==> config.mk <==
export PLATFORM = sky130hd
export DESIGN_NAME = gp_capcmp_timer
export DESIGN_NICKNAME = d
export VERILOG_FILES = /design/src/rtl/tmr_pkg.sv /design/src/rtl/tmr_counter.sv /design/src/rtl/tmr_capture.sv /design/src/rtl/tmr_outgen.sv /design/src/rtl/gp_capcmp_timer.sv
export SDC_FILE = /design/constraint.sdc
export NUM_CORES = 1
export LEC_CHECK = 0
export BUFFER_PORTS_ARGS = -buffer_cell sky130_fd_sc_hd__buf_2
export CAP_MARGIN = 25
export CORE_MARGIN = 10
export CORE_UTILIZATION = 55
export DETAILED_ROUTE_END_ITERATION = 10
export PLACE_DENSITY = 0.83
export SETUP_SLACK_MARGIN = 0.2
export SLEW_MARGIN = 5
export SYNTH_ARGS = -nofsm -noshare
export SYNTH_HDL_FRONTEND = slang
export SYNTH_SLANG_ARGS = --single-unit
==> constraint.sdc <==
create_clock -name clk -period 4.15 [get_ports clk]
set_input_delay 1.0375 -clock clk [delete_from_list [all_inputs] [get_ports clk]]
set_output_delay 1.0375 -clock clk [all_outputs]
set_load 0.005 [all_outputs]
==> src/rtl/tmr_pkg.sv <==
package tmr_pkg;
  localparam int unsigned A_CTRL    = 0;
  localparam int unsigned A_COUNT   = 1;
  localparam int unsigned A_RELOAD  = 2;
  localparam int unsigned A_COMPARE = 3;
  localparam int unsigned A_CAPTURE = 4;
  localparam int unsigned A_STATUS  = 5;
  localparam int unsigned A_IRQEN   = 6;

  localparam int unsigned EV_N   = 3;
  localparam int unsigned EV_OVF = 0;
  localparam int unsigned EV_CMP = 1;
  localparam int unsigned EV_CAP = 2;

  typedef struct packed {
    logic       pol;
    logic       pwm;
    logic [1:0] edge_sel;
    logic       autoreload;
    logic       run;
  } ctrl_t;

  localparam int unsigned CTRL_W = $bits(ctrl_t);
endpackage

==> src/rtl/tmr_counter.sv <==
module tmr_counter #(
  parameter int unsigned W = 32
) (
  input  logic         clk,
  input  logic         rst,
  input  logic         tick,
  input  logic         run,
  input  logic         autoreload,
  input  logic [W-1:0] reload,
  input  logic [W-1:0] compare,
  input  logic         wr,
  input  logic [W-1:0] wdata,
  output logic [W-1:0] cnt,
  output logic         ovf_evt,
  output logic         cmp_evt
);
  logic [W-1:0] cnt_d;

  always_comb begin
    cnt_d   = cnt;
    ovf_evt = 1'b0;
    cmp_evt = 1'b0;
    if (wr) begin
      cnt_d = wdata;
    end else if (run && tick) begin
      if (&cnt) begin
        ovf_evt = 1'b1;
        cnt_d   = autoreload ? reload : '0;
      end else begin
        cnt_d = cnt + W'(1);
      end
      cmp_evt = (cnt_d == compare);
    end
  end

  always_ff @(posedge clk) begin
    if (rst) cnt <= '0;
    else     cnt <= cnt_d;
  end
endmodule

==> src/rtl/tmr_capture.sv <==
module tmr_capture #(
  parameter int unsigned W     = 32,
  parameter int unsigned SYNC_N = 2
) (
  input  logic         clk,
  input  logic         rst,
  input  logic         cap_in,
  input  logic [1:0]   edge_sel,
  input  logic [W-1:0] cnt,
  output logic [W-1:0] cap_q,
  output logic         cap_evt
);
  logic [SYNC_N-1:0] sync_q;
  logic              hist_q;
  logic              s_now;

  generate
    if (SYNC_N == 1) begin : g_one
      always_ff @(posedge clk) begin
        if (rst) sync_q <= '0;
        else     sync_q <= cap_in;
      end
    end else begin : g_chain
      always_ff @(posedge clk) begin
        if (rst) sync_q <= '0;
        else     sync_q <= {sync_q[SYNC_N-2:0], cap_in};
      end
    end
  endgenerate

  assign s_now   = sync_q[SYNC_N-1];
  assign cap_evt = (edge_sel[0] & s_now & ~hist_q) |
                   (edge_sel[1] & ~s_now & hist_q);

  always_ff @(posedge clk) begin
    if (rst) begin
      hist_q <= 1'b0;
      cap_q  <= '0;
    end else begin
      hist_q <= s_now;
      if (cap_evt) cap_q <= cnt;
    end
  end
endmodule

==> src/rtl/tmr_outgen.sv <==
module tmr_outgen (
  input  logic clk,
  input  logic rst,
  input  logic pwm,
  input  logic pol,
  input  logic ovf_evt,
  input  logic cmp_evt,
  output logic trig_out
);
  logic raw_q, raw_d;

  always_comb begin
    raw_d = raw_q;
    if (pwm) begin
      if (cmp_evt)      raw_d = 1'b0;
      else if (ovf_evt) raw_d = 1'b1;
    end else if (ovf_evt || cmp_evt) begin
      raw_d = ~raw_q;
    end
  end

  always_ff @(posedge clk) begin
    if (rst) begin
      raw_q    <= 1'b0;
      trig_out <= 1'b0;
    end else begin
      raw_q    <= raw_d;
      trig_out <= raw_d ^ pol;
    end
  end
endmodule

==> src/rtl/gp_capcmp_timer.sv <==
module gp_capcmp_timer
  import tmr_pkg::*;
#(
  parameter int unsigned W      = 32,
  parameter int unsigned ADDR_W = 3,
  parameter int unsigned SYNC_N = 2
) (
  input  logic              clk,
  input  logic              rst,
  input  logic              tick_en,
  input  logic              reg_we,
  input  logic [ADDR_W-1:0] reg_addr,
  input  logic [W-1:0]      reg_wdata,
  output logic [W-1:0]      reg_rdata,
  input  logic              cap_in,
  output logic              trig_out,
  output logic              irq
);
  ctrl_t           ctrl_q;
  logic [W-1:0]    reload_q, compare_q, cnt, cap_q;
  logic [EV_N-1:0] status_q, irqen_q, events, clr_mask;
  logic            ovf_evt, cmp_evt, cap_evt;
  logic            ctrl_wr, cnt_wr, rel_wr, cmp_wr, st_wr, en_wr;
  logic [W-1:0]    rd_d;

  assign ctrl_wr = reg_we && (reg_addr == ADDR_W'(A_CTRL));
  assign cnt_wr  = reg_we && (reg_addr == ADDR_W'(A_COUNT));
  assign rel_wr  = reg_we && (reg_addr == ADDR_W'(A_RELOAD));
  assign cmp_wr  = reg_we && (reg_addr == ADDR_W'(A_COMPARE));
  assign st_wr   = reg_we && (reg_addr == ADDR_W'(A_STATUS));
  assign en_wr   = reg_we && (reg_addr == ADDR_W'(A_IRQEN));

  tmr_counter #(.W(W)) u_cnt (
    .clk(clk), .rst(rst), .tick(tick_en), .run(ctrl_q.run),
    .autoreload(ctrl_q.autoreload), .reload(reload_q), .compare(compare_q),
    .wr(cnt_wr), .wdata(reg_wdata), .cnt(cnt),
    .ovf_evt(ovf_evt), .cmp_evt(cmp_evt)
  );

  tmr_capture #(.W(W), .SYNC_N(SYNC_N)) u_cap (
    .clk(clk), .rst(rst), .cap_in(cap_in), .edge_sel(ctrl_q.edge_sel),
    .cnt(cnt), .cap_q(cap_q), .cap_evt(cap_evt)
  );

  tmr_outgen u_out (
    .clk(clk), .rst(rst), .pwm(ctrl_q.pwm), .pol(ctrl_q.pol),
    .ovf_evt(ovf_evt), .cmp_evt(cmp_evt), .trig_out(trig_out)
  );

  always_comb begin
    events         = '0;
    events[EV_OVF] = ovf_evt;
    events[EV_CMP] = cmp_evt;
    events[EV_CAP] = cap_evt;
    clr_mask       = st_wr ? reg_wdata[EV_N-1:0] : '0;
  end

  always_ff @(posedge clk) begin
    if (rst) begin
      ctrl_q    <= '0;
      reload_q  <= '0;
      compare_q <= '0;
      status_q  <= '0;
      irqen_q   <= '0;
      irq       <= 1'b0;
    end else begin
      if (ctrl_wr)                             ctrl_q     <= ctrl_t'(reg_wdata[CTRL_W-1:0]);
      else if (ovf_evt && !ctrl_q.autoreload) ctrl_q.run <= 1'b0;
      if (rel_wr) reload_q  <= reg_wdata;
      if (cmp_wr) compare_q <= reg_wdata;
      if (en_wr)  irqen_q   <= reg_wdata[EV_N-1:0];
      status_q <= (status_q & ~clr_mask) | events;
      irq      <= |(status_q & irqen_q);
    end
  end

  always_comb begin
    rd_d = '0;
    case (reg_addr)
      ADDR_W'(A_CTRL):    rd_d = {{(W-CTRL_W){1'b0}}, ctrl_q};
      ADDR_W'(A_COUNT):   rd_d = cnt;
      ADDR_W'(A_RELOAD):  rd_d = reload_q;
      ADDR_W'(A_COMPARE): rd_d = compare_q;
      ADDR_W'(A_CAPTURE): rd_d = cap_q;
      ADDR_W'(A_STATUS):  rd_d = {{(W-EV_N){1'b0}}, status_q};
      ADDR_W'(A_IRQEN):   rd_d = {{(W-EV_N){1'b0}}, irqen_q};
      default:            rd_d = '0;
    endcase
  end

  always_ff @(posedge clk) begin
    if (rst) reg_rdata <= '0;
    else     reg_rdata <= rd_d;
  end
endmodule

==> results of run 1 <==
## power by group
| part | internal (mW) | switching [mW] |
|---|---|---|
| Combinational | 0.0965 | 0.181 |
| Sequential | 1.74 | 0.0357 |
| Clock | 0.977 | 0.724 |
| Total | 2.81 | 0.941 |
## cells in the mapped netlist, types with 8 or more instances
master,number
xor2_1,21
and2_1,11
mux2i_1,22
nand4_1,21
a211oi_1,19
o21ai_0,30
nand3_1,32
nor2_1,85
clkbuf_1,92
nand2_1,269
a22oi_1,58
dfxtp_1,178
a21oi_1,177
and3_1,15
o211ai_1,12
xnor2_1,19
or4_1,9
nor2b_1,8
nor4_1,8
nor3_1,25
## sequential cells by signal, summed over array words and instances (netlist names)
name / count
ctrl_q: 6
status_q: 3
compare_q: 32
u_cap.hist_q: 1
irq: 1
u_cap.cap_q: 32
u_out.trig_out: 1
reg_rdata: 32
reload_q: 32
u_cap.sync_q: 2
irqen_q: 3
u_cnt.cnt: 32
u_out.raw_q: 1
## final cells by class
cell class / count / area, sq um / area share
inverter: 3 / 11.3 / 0.00106
sequential: 178 / 3570 / 0.335
clock buffer: 19 / 443 / 0.0416
tap: 220 / 275 / 0.0258
timing repair buffer: 136 / 873 / 0.0820
multi-input combinational: 935 / 5310 / 0.498
clock inverter: 13 / 175 / 0.0164
## timing repair
| action | CTS | global route |
|---|---|---|
| endpoints found under the setup margin | 0 | 2 |
| gates resized for setup | 0 | 22 |
| hold endpoints to repair | 0 | 0 |
## layer usage
metal / share of wire / vias up / GRT usage
met1: 0.42 / 4515 / 0.384
met4: 0.022 / 0 / 0.0976
li1: - / 4440 / -
met3: 0.089 / 64 / 0.0561
met5: 0 / - / 0
met2: 0.47 / 509 / 0.463
## layout by cell type (no fill, tap or decap), types with 6 or more instances in the layout
cell / Yosys / layout
o211ai_1: 12 / 12
clkbuf_16: 0 / 17
nand3_1: 32 / 30
a21oi_1: 177 / 177
dfxtp_1: 178 / 175
o21ai_0: 30 / 30
nor2b_1: 8 / 8
and3_1: 15 / 15
nand4_1: 21 / 21
a211oi_1: 19 / 19
xnor2_1: 19 / 19
and2_1: 11 / 11
nor2_1: 85 / 81
xor2_1: 21 / 20
or4_1: 9 / 9
nand2_1: 269 / 269
buf_4: 1 / 60
mux2i_1: 22 / 21
nor3_1: 25 / 22
a22oi_1: 58 / 58
a311oi_1: 6 / 6
nor4_1: 8 / 7
buf_2: 6 / 72
## cells by family (layout without fill, tap and decap cells)
| kind of cell | Yosys count | count (layout) | synth area share |
|---|---|---|---|
| AO/OA/AOI/OAI | 346 | 346 | 0.231 |
| XOR/XNOR | 41 | 41 | 0.0405 |
| adder cells (fa/ha/maj) | 1 | 1 | 0.00136 |
| buffers and inverters | 109 | 171 | 0.0457 |
| flip-flops | 178 | 178 | 0.387 |
| multiplexers | 27 | 27 | 0.0325 |
| AND/OR/NAND/NOR | 520 | 520 | 0.262 |
## worst paths after layout
kind | endpoint | slack (ps) | depth (start not counted)
max | u_out.raw_q | 420 | 13
min | u_cap.sync_q[1] | 450 | 1
max reg2reg | u_out.raw_q | 420 | 13
min reg2reg | u_cap.sync_q[1] | 450 | 1
==> metrics, run 1 <==
status=finished clean; chip width=149 microns; Die H=149 microns; DP Area=0.00994 sq mm; Ys Warns=0; latest clock arrival within the worst-skew pair=440 ps; worst-path cell chain=ha_4 -> nand3_2 -> nor4_4 -> and4_4 -> mux2i_4 -> xor2_1 -> or4_1 -> or4_1 -> nor4_2 -> nand4_1 -> buf_4 -> mux2_2 -> nor3_2; Detailed Route Iter0 Violations=1155; Critical Path Max Stage Delay=460 ps; crit path max-delay cell type=or4_1; placed cells=1472; # IOs=74; Final Cell Area=0.0107 sq mm; post-DP HPWL=23.4 mm; clock sink count=178; top cell type's share of synthesized area=0.387; number of library cell types mapped by synthesis=71; Non-Filler Instances=1504; total global routing overflow=0; pwr dens=352 mW/mm^2; post-synthesis sequential area ratio=0.387; Setup CP Type=reg2reg; total CTS buffers=17; ANT cells=0; pre-CTS setup slack=333 ps; PnR worst setup slack=421 ps; Placer Congestion=1.04; Design Power=3.75 mW; DIE AREA=0.0223 sq mm; largest net degree at the start of global routing=77; Worst Hold Class=reg2reg; RSZ-0062 raised after global routing=false; CTS tree=yes; setup_tns=0 ps; htree depth=4; hold buffers post-CTS=0; final hold violations=0; top post-synthesis cells by area=dfxtp_1 39%, nand2_1 11%, a21oi_1 9.6%, a22oi_1 4.7%, clkbuf_1 3.8%; share of layout cells above drive strength 1=0.157; Min Clock Period, post-route=3730 ps; slew of the pin with the lowest slew margin=1050 ps; Lkg Pwr=3.79 nW; post-route ant nets=0; Port-buffer cells=73; Syn Area/Cell=7.53 sq um; vias in the first global route=8955; final-stage net count=1312; worst path required time=4520 ps; Worst Path Arrival=4100 ps; CTS root buf=clkbuf_16; Yosys top cell by area=dfxtp_1; num rows=47; Hold Slack=446 ps; Fillers=1438; synthesized cell area=0.00920 sq mm; clock buffer depth=2; core box area=0.0165 sq mm; FF-to-FF Start=u_cnt.cnt[1]; worst setup path start=u_cnt.cnt[1]; Worst setup EP type=flop; flops & latches, synth=178; drt pass-1 iters=6; Starting Density=0.559; GRT Overall Usage=0.290; DRC=0; Hold Crit Start=u_cap.sync_q[0]; via count=9528; Critical Path Source Type=flop; Slew headroom=0.296; Post-synth EDFFs=0; cell count after synthesis=1222; drt wl/cell=21.6 microns; Final setup viols=0; maximum clock frequency=268 MHz; dominant synthesized flop cell=dfxtp_1; Clock Pin Slew Worst Setup and Hold Paths=70 ps; Max VDD drop=0.309 mV; Core Util, Final=0.647; Clock Skew=8.79 ps; worst-path maximum fanout=5; Most common cell on crit path=or4_1; via density per instance=6.34; first-pass GRT wire length=51.2 mm; Tcrit/Tclk final=0.899; crit path buf inv count=1; area delta synth->final=15.8%; Slew Viols, Final=0; Post-synth ARST share=0; final WL=32.5 mm; syn nets=1263; Post-CTS Setup Inserts=0; delay-heaviest family, CP=simple AND/OR/NAND/NOR gates; max_cap viols=0; initial antenna violation count=0
(Power assumes the default switching activity.)
==> run 2, diff against run 1 <==
==> constraint.sdc (replaced) <==
create_clock -name clk -period 4.15 [get_ports clk]
set_input_delay 0.83 -clock clk [delete_from_list [all_inputs] [get_ports clk]]
set_output_delay 0.83 -clock clk [all_outputs]
set_load 0.005 [all_outputs]
==> metrics, run 2 (synthesis results as in run 1) <==
Seq. cell area=0.00357 sq mm; Comb power frac=0.073; total global routing overflow=0; DP Area=0.00988 sq mm; CTS tree=yes; Lkg Pwr=3.78 nW; clock sink count=178; Clock Skew=10.4 ps; DRC=0; Final setup viols=0; hold depth=2; PnR worst setup slack=334 ps; Design Power=3.71 mW; Non-Filler Instances=1504; Slew Viols, Final=0; vias in the first global route=8939; Worst setup EP type=flop; Min Clock Period, post-route=3820 ps; Slew headroom=0.410; CTS root buf=clkbuf_16; delay-heaviest family, CP=simple AND/OR/NAND/NOR gates; DIE AREA=0.0223 sq mm; max_cap viols=0; Core Util, Final=0.645; share of layout cells above drive strength 1=0.161; Starting Density=0.559; Setup CP Type=reg2reg; via density per instance=6.36; Tcrit/Tclk final=0.920; crit path max-delay cell type=or4_1; Psw=978 uW; latest clock arrival within the worst-skew pair=450 ps; internal power=2.73 mW; htree depth=4; chip width=149 microns; post-route ant nets=0; via count=9570; Worst Path Arrival=4150 ps; Critical Path Max Stage Delay=460 ps; R2R Setup Slk=330 ps; Reg power frac=0.478; Port-buffer cells=73; Placer Congestion=1.06; Die H=149 microns; first-pass GRT wire length=50.2 mm; commonest non-fill, non-tap cell in the layout=nand2_1; num rows=47; drt wl/cell=21.4 microns; Most common cell on crit path=or4_1; placed cells=1465; # IOs=74; clock share of power=0.450; Hold Crit Start=u_cap.cap_q[19]; ANT cells=0; Clock Pin Slew Worst Setup and Hold Paths=80 ps; FF-to-FF Start=u_cnt.cnt[1]; Critical Path Source Type=flop; Fillers=1478; final WL=32.2 mm; final hold violations=0; post-DP HPWL=22.3 mm; area of the multi-input gates=0.00531 sq mm; worst-path maximum fanout=5; pre-CTS setup slack=237 ps; worst path required time=4480 ps; GRT Overall Usage=0.285; sw frac=0.264; setup_tns=0 ps; crit path buf inv count=0; Hold Slack=452 ps; Max VDD drop=0.294 mV; RSZ-0062 raised after global routing=false; status=finished clean; Critical R2R Capture=u_out.trig_out; initial antenna violation count=0; WHS Endpoint=u_cap.cap_q[19]; area delta synth->final=15.5%; slew of the pin with the lowest slew margin=885 ps; total CTS buffers=17; core box area=0.0165 sq mm; final-stage net count=1312; clock buffer depth=2; pwr dens=349 mW/mm^2; Worst Hold Class=reg2reg; commonest non-fill, non-tap cells in the layout=269 x nand2_1, 176 x a21oi_1, 172 x dfxtp_1; Final Cell Area=0.0106 sq mm; worst-path cell chain=ha_2 -> nand3_2 -> nor4_4 -> and4_4 -> mux2i_2 -> xor2_1 -> or4_1 -> or4_1 -> nor4_2 -> nand4_1 -> a21oi_2 -> mux2_1; drt pass-1 iters=6; Stages on worst setup path=12; Worst R2R Path Depth=12; Detailed Route Iter0 Violations=1139; largest net degree at the start of global routing=61; maximum clock frequency=262 MHz
run 2: cell types whose count changed in the layout (fill, tap and decap cells not counted), sizes merged:
cell / delta
clkinvlp: +3
clkbuf: -2
bufinv: -1
clkinv: -1
inv: +1
run 2: metal layers:
layer | routed length (microns) | global-route usage | part of all wire
met3 | 3000 | 0.0558 | 0.093
met4 | 869 | 0.104 | 0.027
met2 | 14800 | 0.449 | 0.46
met5 | 0 | 0 | 0
met1 | 13500 | 0.379 | 0.42
run 2: cell type report:
class                   instances  area share
repair buffers                136      0.0814
inverters                       3     0.00106
clock inverters                15      0.0162
flip-flops and latches        178       0.336
multi-input cells             935       0.499
clock buffers                  17      0.0400
well taps                     220      0.0259
run 2: worst min-delay path, delay by kind of cell (launching register included):
family	cells	cell delay, ps
and+or+nand+nor	1	50
DFF	1	310
AOI/OAI and AO/OA	1	50
run 2: power by group through the flow:
stage	combinational, mW	sequential, mW	clock, mW
final	0.270	1.77	1.67
after global routing	0.291	1.77	1.74
after CTS	0.261	1.77	1.67
after detailed placement	0.260	1.81	0
after global placement	0.259	1.81	0
after floorplan	0.167	1.79	0
run 2: what timing repair did:
item	4_1_cts	5_1_grt
hold buffers	0	0
gates resized for setup	0	27
buffers inserted	0	7
endpoints found under the setup margin	0	2
run 2: how the worst max path moves through the flow:
stage                                 to          start  slack [ps]
after global routing      u_out.trig_out   u_cnt.cnt[1]         170
final                     u_out.trig_out   u_cnt.cnt[1]         330
after floorplan           u_out.trig_out  u_cnt.cnt[27]         430
after detailed placement  u_out.trig_out  u_cnt.cnt[12]         240
after global placement    u_out.trig_out    reg_addr[2]         330
after CTS                 u_out.trig_out  u_cnt.cnt[12]         220
==> run 3, diff against run 2 <==
--- a/config.mk
+++ b/config.mk
@@ -5,12 +5,15 @@
 export SDC_FILE = /design/constraint.sdc
 export NUM_CORES = 1
 export LEC_CHECK = 0
+export ABC_AREA = 0
 export BUFFER_PORTS_ARGS = -buffer_cell sky130_fd_sc_hd__buf_2
 export CAP_MARGIN = 25
+export CELL_PAD_IN_SITES_DETAIL_PLACEMENT = 0
+export CELL_PAD_IN_SITES_GLOBAL_PLACEMENT = 2
 export CORE_MARGIN = 10
-export CORE_UTILIZATION = 55
+export CORE_UTILIZATION = 35
 export DETAILED_ROUTE_END_ITERATION = 10
-export PLACE_DENSITY = 0.83
+export PLACE_DENSITY_LB_ADDON = 0.3
 export SETUP_SLACK_MARGIN = 0.2
 export SLEW_MARGIN = 5
 export SYNTH_ARGS = -nofsm -noshare
==> metrics, run 3 (synthesis results as in run 1) <==
status=finished clean; DIE AREA=0.0332 sq mm; final-stage net count=1327; Worst Hold Class=reg2reg; Lkg Pwr=3.85 nW; max_cap viols=0; Min Clock Period, post-route=3790 ps; core box area=0.0260 sq mm; final WL=36.5 mm; area delta synth->final=17.9%; latest clock arrival within the worst-skew pair=450 ps; Slew headroom=0.363; Tcrit/Tclk final=0.913; worst path required time=4480 ps; first-pass GRT wire length=56.4 mm; DRC=0; clock sink count=178; initial antenna violation count=0; Clock Pin Slew Worst Setup and Hold Paths=70 ps; total CTS buffers=17; setup_tns=0 ps; slew of the pin with the lowest slew margin=956 ps; vias in the first global route=8963; post-DP HPWL=26.6 mm; Placer Congestion=0.994; total global routing overflow=0; Starting Density=0.354; Core Util, Final=0.417; clock buffer depth=2; maximum clock frequency=264 MHz; drt pass-1 iters=6; via count=9202; Worst Path Arrival=4120 ps; largest net degree at the start of global routing=64; commonest non-fill, non-tap cell in the layout=nand2_1; Max VDD drop=0.226 mV; Setup CP Type=reg2reg; Final setup viols=0; Detailed Route Iter0 Violations=827; num rows=59; CTS tree=yes; via density per instance=5.63; pwr dens=341 mW/mm^2; share of layout cells above drive strength 1=0.163; drt wl/cell=22.4 microns; post-route ant nets=0; htree depth=4; commonest non-fill, non-tap cells in the layout=269 x nand2_1, 177 x a21oi_1, 177 x dfxtp_1; RSZ-0062 raised after global routing=false; # IOs=74; chip width=182 microns; Clock Skew=16.3 ps; Die H=182 microns; Slew Viols, Final=0; Worst setup EP type=flop; CTS root buf=clkbuf_16; ANT cells=0; GRT Overall Usage=0.217; Critical Path Source Type=flop; final hold violations=0; worst-path maximum fanout=5; Port-buffer cells=73
==> run 3: cell types whose count changed in the layout (fill, tap and decap cells not counted), moves of 3 or more <==
cell,previous run,this run
buf_4,61,75
clkbuf_8,0,3
dfxtp_2,6,1
clkinvlp_4,4,1
dfxtp_1,172,177
==> run 3: area by class of cell <==
class,instances,area (sq um)
fillers,2788,15100
well taps,335,419
clock buffers,20,467
clock inverters,12,114
repair buffers,151,995
multi-input cells,935,5280
flip-flops and latches,178,3560
inverters,3,11.3
==> run 3: per-layer routing <==
layer | track usage | vias up | part of all wire
met5 | 0 | - | 0
met4 | 0.0501 | 0 | 0.015
met3 | 0.0384 | 41 | 0.057
met2 | 0.345 | 291 | 0.46
met1 | 0.297 | 4407 | 0.47
li1 | - | 4463 | -
==> run 3: worst paths after layout <==
kind	from	to	slack (ps)	depth (start not counted)
setup / recovery	u_cnt.cnt[13]	u_out.trig_out	360	12
hold / removal	u_cap.sync_q[0]	u_cap.sync_q[1]	440	1
setup reg to reg	u_cnt.cnt[13]	u_out.trig_out	360	12
hold reg to reg	u_cap.sync_q[0]	u_cap.sync_q[1]	440	1
==> run 3: critical path, cell delays in order (launching register included) <==
cell	delay [ps]
dfxtp_2	400
nand4_4	140
buf_12	170
or4_1	580
nor3_1	420
o21ai_0	140
o21a_1	200
or4_1	530
nor4b_1	350
nand4_1	170
o21ai_1	190
a21oi_1	70
mux2_1	310
==> run 3: through the flow <==
step	setup slack (ps)	hold WS (ps)	cell area, sq um	power [mW]	cells
after floorplan	430	414	9200	1.96	1222
after global placement	170	417	10200	2.09	1596
after detailed placement	118	430	10200	2.09	1596
after CTS	207	447	10800	3.73	1630
after global routing	184	461	10800	3.81	1634
final	361	440	10800	3.70	1634
==> run 3: repair_timing <==
action / CTS / global route
buffers inserted: 2 / 4
endpoints found under the setup margin: 1 / 3
pin swaps: 3 / 3
gates resized for setup: 2 / 10
hold buffers: 0 / 0
==> run 3: report_power, final <==
group	leakage (nW)	switching, mW	internal, mW	total, mW
Sequential	1.44	0.0321	1.73	1.77
Combinational	2.12	0.192	0.0972	0.289
Clock	0.286	0.802	0.843	1.64
